==> src/rtl/sramq_pkg.sv <==
package sramq_pkg;
    typedef enum logic [1:0] {
        OP_OFF = 2'd0,
        OP_RD  = 2'd1,
        OP_WR  = 2'd2
    } op_e;
endpackage

==> src/rtl/sramq_cmd_pipe.sv <==
module sramq_cmd_pipe
    import sramq_pkg::*;
(
    input  logic clk,
    input  logic rst_n,
    input  logic ce,
    input  logic we,
    output op_e  op_s2,
    output op_e  op_s3
);
    typedef struct packed {
        op_e s1;
        op_e s2;
        op_e s3;
    } pipe_t;

    pipe_t pipe_d, pipe_q;

    always_comb begin
        pipe_d    = pipe_q;
        pipe_d.s1 = ce ? (we ? OP_WR : OP_RD) : OP_OFF;
        pipe_d.s2 = pipe_q.s1;
        pipe_d.s3 = pipe_q.s2;
    end

    always_ff @(posedge clk or negedge rst_n) begin
        if (!rst_n) begin
            pipe_q <= '{s1: OP_OFF, s2: OP_OFF, s3: OP_OFF};
        end else begin
            pipe_q <= pipe_d;
        end
    end

    assign op_s2 = pipe_q.s2;
    assign op_s3 = pipe_q.s3;

    // a disabled cycle reaches stage two as a deselect whatever we is
    p_ce_gate_r10: assert property (@(posedge clk) disable iff (!rst_n)
        !ce |-> ##2 (op_s2 == OP_OFF));
endmodule

==> src/rtl/sramq_out_stage.sv <==
module sramq_out_stage
    import sramq_pkg::*;
#(
    parameter int DATA_W = 36
) (
    input  logic              clk,
    input  logic              rst_n,
    input  logic              dual_sel,
    input  op_e               op_s2,
    input  op_e               op_s3,
    input  logic [DATA_W-1:0] rd_data,
    output logic              drive_q,
    output logic [DATA_W-1:0] data_q
);
    typedef struct packed {
        logic              drive;
        logic [DATA_W-1:0] data;
    } out_t;

    out_t out_d, out_q;

    always_comb begin
        out_d = out_q;
        unique case (op_s2)
            OP_RD: begin
                out_d.drive = 1'b1;
                out_d.data  = rd_data;
            end
            OP_WR: begin
                out_d.drive = 1'b0;
            end
            default: begin
                // deselect: dual mode keeps the last read word one more cycle
                out_d.drive = dual_sel && (op_s3 == OP_RD);
            end
        endcase
    end

    always_ff @(posedge clk or negedge rst_n) begin
        if (!rst_n) begin
            out_q <= '{drive: 1'b0, data: '0};
        end else begin
            out_q <= out_d;
        end
    end

    assign drive_q = out_q.drive;
    assign data_q  = out_q.data;

    p_rd_on_r2: assert property (@(posedge clk) disable iff (!rst_n)
        (op_s2 == OP_RD) |=> drive_q);

    p_wr_off_r6: assert property (@(posedge clk) disable iff (!rst_n)
        (op_s2 == OP_WR) |=> !drive_q);

    p_scd_off_r4: assert property (@(posedge clk) disable iff (!rst_n)
        (!dual_sel && op_s2 == OP_OFF) |=> !drive_q);

    p_dcd_hold_r5: assert property (@(posedge clk) disable iff (!rst_n)
        (dual_sel && op_s2 == OP_OFF && op_s3 == OP_RD) |=> (drive_q && $stable(data_q)));

    p_no_hold_r8: assert property (@(posedge clk) disable iff (!rst_n)
        (op_s2 == OP_OFF && op_s3 != OP_RD) |=> !drive_q);
endmodule

==> src/rtl/sram_rd_outpath.sv <==
module sram_rd_outpath
    import sramq_pkg::*;
#(
    parameter int DATA_W = 36
) (
    input  logic              clk,
    input  logic              rst_n,
    input  logic              dual_sel,
    input  logic              ce,
    input  logic              we,
    input  logic              oe,
    input  logic [DATA_W-1:0] rd_data,
    output logic [DATA_W-1:0] dq_out,
    output logic              dq_drive
);
    op_e               op_s2, op_s3;
    logic              drv_reg;
    logic [DATA_W-1:0] word_reg;

    sramq_cmd_pipe u_cmd (
        .clk   (clk),
        .rst_n (rst_n),
        .ce    (ce),
        .we    (we),
        .op_s2 (op_s2),
        .op_s3 (op_s3)
    );

    sramq_out_stage #(.DATA_W(DATA_W)) u_out (
        .clk      (clk),
        .rst_n    (rst_n),
        .dual_sel (dual_sel),
        .op_s2    (op_s2),
        .op_s3    (op_s3),
        .rd_data  (rd_data),
        .drive_q  (drv_reg),
        .data_q   (word_reg)
    );

    // asynchronous output enable gates flag and bus without a register
    assign dq_drive = drv_reg & oe;
    assign dq_out   = dq_drive ? word_reg : '0;

    // a captured read has the output register driving three samples later
    p_lat_r2: assert property (@(posedge clk) disable iff (!rst_n)
        (ce && !we) |-> ##3 drv_reg);
endmodule

==> config.mk <==
export PLATFORM = sky130hd
export DESIGN_NAME = sram_rd_outpath
export DESIGN_NICKNAME = d
export VERILOG_FILES = /design/src/rtl/sramq_pkg.sv /design/src/rtl/sramq_cmd_pipe.sv /design/src/rtl/sramq_out_stage.sv /design/src/rtl/sram_rd_outpath.sv
export SDC_FILE = /design/constraint.sdc
export NUM_CORES = 1
export LEC_CHECK = 0
export ABC_AREA = 1
export CAP_MARGIN = 40
export CORE_UTILIZATION = 34
export CTS_CLUSTER_DIAMETER = 100
export DETAILED_ROUTE_END_ITERATION = 8
export GPL_TIMING_DRIVEN = 0
export PLACE_DENSITY = 0.66
export SLEW_MARGIN = 20
export SYNTH_ARGS = -nofsm -noshare
export SYNTH_HDL_FRONTEND = slang
export SYNTH_SLANG_ARGS = --single-unit
==> constraint.sdc <==
create_clock -name clk -period 1.6 [get_ports clk]
set_clock_uncertainty 0.15 [all_clocks]
set_input_delay 0.24 -clock clk [delete_from_list [all_inputs] [get_ports clk]]
set_output_delay 0.24 -clock clk [all_outputs]
set_load 0.005 [all_outputs]
==> load_flow_metrics.sql <==
INSERT INTO impl_metrics (metric_group, metric, value, unit) VALUES
('routing', 'drt-initial-drc-count', '63', ''),
('finish', 'final_layout_size_suffix_gt1_share', '33.66', '%'),
('floorplanning', 'core-area', '5507', 'µm²'),
('clock_tree', 'cts.reportedPaths.clkPinSlew', '0.08', 'ns'),
('pwr', 'power_density', '866.0', 'nW/µm²'),
('yosys', 'ys.warnings.count', '0', ''),
('sta', 'setup_viol', '0', ''),
('pwr', 'report.power.total', '0.002537', 'W'),
('critical_path', 'critical_path_required', '1.21', 'ns'),
('routing', 'post_drt_wl_per_cell', '11.05', 'µm'),
('floorplanning', 'start_util', '35.42', '%'),
('routing', 'firstDrtPassIters', '4', ''),
('sta', 'worst-slew-pin-transition', '0.5381', 'ns'),
('sta', 'max_freq', '628.8', 'MHz'),
('pwr', 'max-vdd-ir-drop', '481.5', 'µV'),
('sta', 'normalized_max_slew_margin', '64.12', '%'),
('critical_path', 'setup.worst_path.class', 'flip-flop to output port', ''),
('place', 'gp_congestion', '0.6808', ''),
('critical_path', 'critPathMaxFanout', '10', ''),
('floorplanning', 'ioPinCount', '79', ''),
('flow_run', 'cap_violations', '0', ''),
('pwr', 'comb_power_share', '20.9', '%'),
('sta', 'slew_viol_final', '0', ''),
('clock_tree', 'clkLatencyLatePin', '0.28', 'ns'),
('routing', 'detailroute.via_count', '1580', ''),
('clock_tree', 'num_clock_sinks', '43', ''),
('pwr', 'pwr-share-seq', '50.2', '%'),
('yosys', 'synth.yosys.seq_area_share', '55.16', '%'),
('pwr', 'cell_internal_pwr', '0.001878', 'W'),
('place', 'post-dp-hpwl', '2947', 'µm'),
('yosys', 'post_synth_num_cell_types', '12', ''),
('grt', 'grt_util_all_layers', '15.30', '%'),
('clock_tree', 'cts_tree', 'yes', ''),
('pwr', 'p_leak', '1.459', 'nW'),
('pwr', 'switching_share', '25.97', '%'),
('routing', 'per_cell_via_count_in_the_routed_design', '4.213', ''),
('status', 'status', 'finished, final reports clean', ''),
('yosys', 'synth_top_area_share', '55.16', '%'),
('finish', 'final_nets', '345', ''),
('floorplanning', 'chipHeight', '77.75', 'µm'),
('yosys', 'cells_after_synth', '213', ''),
('critical_path', 'critical_path_arrival', '1.20', 'ns'),
('yosys', 'ys_seq_elements', '43', ''),
('grt', 'grt_remaining_overflow', '0', ''),
('place', 'portBuffers', '78', ''),
('finish', 'antenna-diode-count', '0', ''),
('yosys', 'post_synthesis_net_count', '256', ''),
('routing', 'postRouteAntennaNets', '0', ''),
('sta', 'rsz0062_at_grt', 'true', ''),
('grt', 'grt_max_degree', '23', ''),
('clock_tree', 'cts_htree_levels', '2', ''),
('grt', 'global_route_wire_length_before_repair', '7238', 'µm'),
('clock_tree', 'clock_tree.buffer_depth', '2', ''),
('sta', 'hold_viol_final', '0', ''),
('grt', 'grt_antenna_before_repair', '0', ''),
('clock_tree', 'cts_buffers', '5', ''),
('routing', 'total_wirelength_of_the_detailed_routed_design', '4143', 'µm'),
('yosys', 'post_synth.cell_area_avg', '9.158', 'µm²'),
('floorplanning', 'dieArea', '6044', 'µm²'),
('critical_path', 'start_kind', 'flip-flop', ''),
('yosys', 'synth_area_leader_cell', 'sky130_fd_sc_hd__dfrtp_1', ''),
('finish', 'areaGrowthSynthToFinish', '50.16', '%'),
('pwr', 'clock_power_share', '28.9', '%'),
('sta', 'layout_min_cycle_time', '1.590', 'ns'),
('routing', 'drc', '0', ''),
('floorplanning', 'die_width', '77.75', 'µm'),
('sta', 'totalNegativeSetupSlack', '0', 'ns'),
('yosys', 'synth_top_cells_by_area', 'sky130_fd_sc_hd__dfrtp_1 55%, sky130_fd_sc_hd__o21ai_2 12%, sky130_fd_sc_hd__inv_1 8.1%', ''),
('clock_tree', 'root_buffer', 'sky130_fd_sc_hd__clkbuf_8', ''),
('critical_path', 'critical_path.endpoint_type', 'output port', ''),
('floorplanning', 'number_of_placement_rows', '27', ''),
('sta', 'min_period_over_period', '99.39', '%'),
('pwr', 'switching_power', '0.0006587', 'W'),
('worst_hold_path', 'min_path_type', 'flip-flop to flip-flop', ''),
('yosys', 'synthesis.area', '1951', 'µm²'),
('grt', 'via_count_of_the_first_global_routing_pass', '1551', '');
[critical path: stages, from the launching register on]
cell and delay [ns]:
sky130_fd_sc_hd__dfrtp_1 0.40, sky130_fd_sc_hd__nand2_4 0.09, sky130_fd_sc_hd__buf_6 0.12, sky130_fd_sc_hd__buf_12 0.14
sky130_fd_sc_hd__nor2_1 0.04, sky130_fd_sc_hd__buf_2 0.12
[repair_timing]
action	CTS	global route
pin swaps	1	0
setup buffers	4	0
endpoints found under the setup margin	37	35
hold buffers	1	0
gates resized for setup	104	64
cloned	0	0
endpoints found under the hold margin	21	0
[logic make-up (layout without fill, tap and decap cells)]
group,after synthesis,in the layout,synth area share [%]
AO/OA/AOI/OAI,36,36,14.24
adder cells (fa/ha/maj),1,1,0.6413
buffers and inverters,53,143,14.43
flip-flops,43,43,55.16
AND/OR/NAND/NOR,80,80,15.52
[synthesized netlist by cell type, drive strengths merged]
cell and instances:
inv 42, o21ai 36, buf 11, nand2 42, dfrtp 43, ha 1, nor2 38
[cells in the final DEF (no fill, tap or decap)]
master / synthesis / final
sky130_fd_sc_hd__clkdlybuf4s15_1: 0 / 2
sky130_fd_sc_hd__clkbuf_8: 0 / 7
sky130_fd_sc_hd__nor2_4: 0 / 10
sky130_fd_sc_hd__buf_16: 0 / 1
sky130_fd_sc_hd__clkbuf_2: 0 / 15
sky130_fd_sc_hd__nand2_1: 41 / 41
sky130_fd_sc_hd__o21ai_0: 3 / 3
sky130_fd_sc_hd__inv_1: 42 / 42
sky130_fd_sc_hd__nor2_2: 0 / 8
sky130_fd_sc_hd__nor2_1: 38 / 20
sky130_fd_sc_hd__clkbuf_1: 0 / 1
sky130_fd_sc_hd__buf_8: 1 / 3
sky130_fd_sc_hd__o21ai_1: 7 / 7
sky130_fd_sc_hd__nand2_4: 0 / 1
sky130_fd_sc_hd__dlygate4sd3_1: 0 / 1
sky130_fd_sc_hd__buf_12: 0 / 2
sky130_fd_sc_hd__ha_1: 1 / 1
sky130_fd_sc_hd__buf_2: 0 / 21
sky130_fd_sc_hd__buf_6: 9 / 8
sky130_fd_sc_hd__clkdlybuf4s50_1: 0 / 39
sky130_fd_sc_hd__o21ai_2: 26 / 26
sky130_fd_sc_hd__dfrtp_1: 43 / 43
sky130_fd_sc_hd__dlygate4sd2_1: 0 / 1
[sequential cells by signal, indices dropped and copies added (netlist names)]
register	count
u_cmd.pipe_d	2
u_cmd.op_s2	2
u_cmd.op_s3	2
u_out.data_q	36
u_out.drive_q	1
[worst paths after layout]
check	from	to	slack, ns	cells past startpoint
min in group asynchronous	rst_n	u_out.data_q[28]	0.32	2
max in group asynchronous	rst_n	u_out.data_q[6]	0.49	3
worst max-delay path	u_out.drive_q	dq_out[8]	0.01	5
worst max register to register	u_cmd.op_s2[0]	u_out.data_q[31]	0.32	5
worst min register to register	u_cmd.pipe_d[2]	u_cmd.op_s2[0]	0.20	0
worst min-delay path	u_cmd.pipe_d[2]	u_cmd.op_s2[0]	0.20	0
[per-stage QoR]
step           area [µm²]  std cells  worst slack, ns  utilization (%)  hold WS [ns]
2_1_floorplan        1951        213           0.3969                -       -0.2056
3_3_place_gp         2821        363           -1.038            51.24        0.1831
3_5_place_dp         2844        364          -0.5293            51.65        0.1005
4_1_cts              2913        375         -0.07627            52.90        0.2033
5_1_grt              2929        375         -0.05080            53.19        0.2091
6_report             2929        375         0.009682            53.19        0.2009
[power by group through the flow]
stage	Sequential (W)	Clock, W	Combinational [W]
6_report	0.00127	0.000732	0.000530
5_1_grt	0.00129	0.000815	0.000599
4_1_cts	0.00128	0.000769	0.000508
3_5_place_dp	0.00130	0	0.000508
3_3_place_gp	0.00129	0	0.000489
2_1_floorplan	0.00129	0	0.000280
[final cells by class]
| cell class | count | area, µm² |
|---|---|---|
| plain buffers | 10 | 128.9 |
| clock buffers | 8 | 100.1 |
| fillers | 539 | 2577 |
| inverters | 42 | 157.7 |
| multi-input cells | 117 | 693.2 |
| flip-flops and latches | 43 | 1076 |
| well taps | 72 | 90.09 |
| repair buffers | 83 | 683.2 |
[per-layer routing]
layer / vias to the layer above / share of wire (%) / track usage (%)
li1: 809 / - / -
met1: 722 / 44 / 20.07
met2: 47 / 49 / 24.60
met4: 0 / 0.36 / 3.962
met5: - / 0 / 0
met3: 2 / 6.2 / 4.471
No activity file was read; power rests on OpenSTA's default activity.
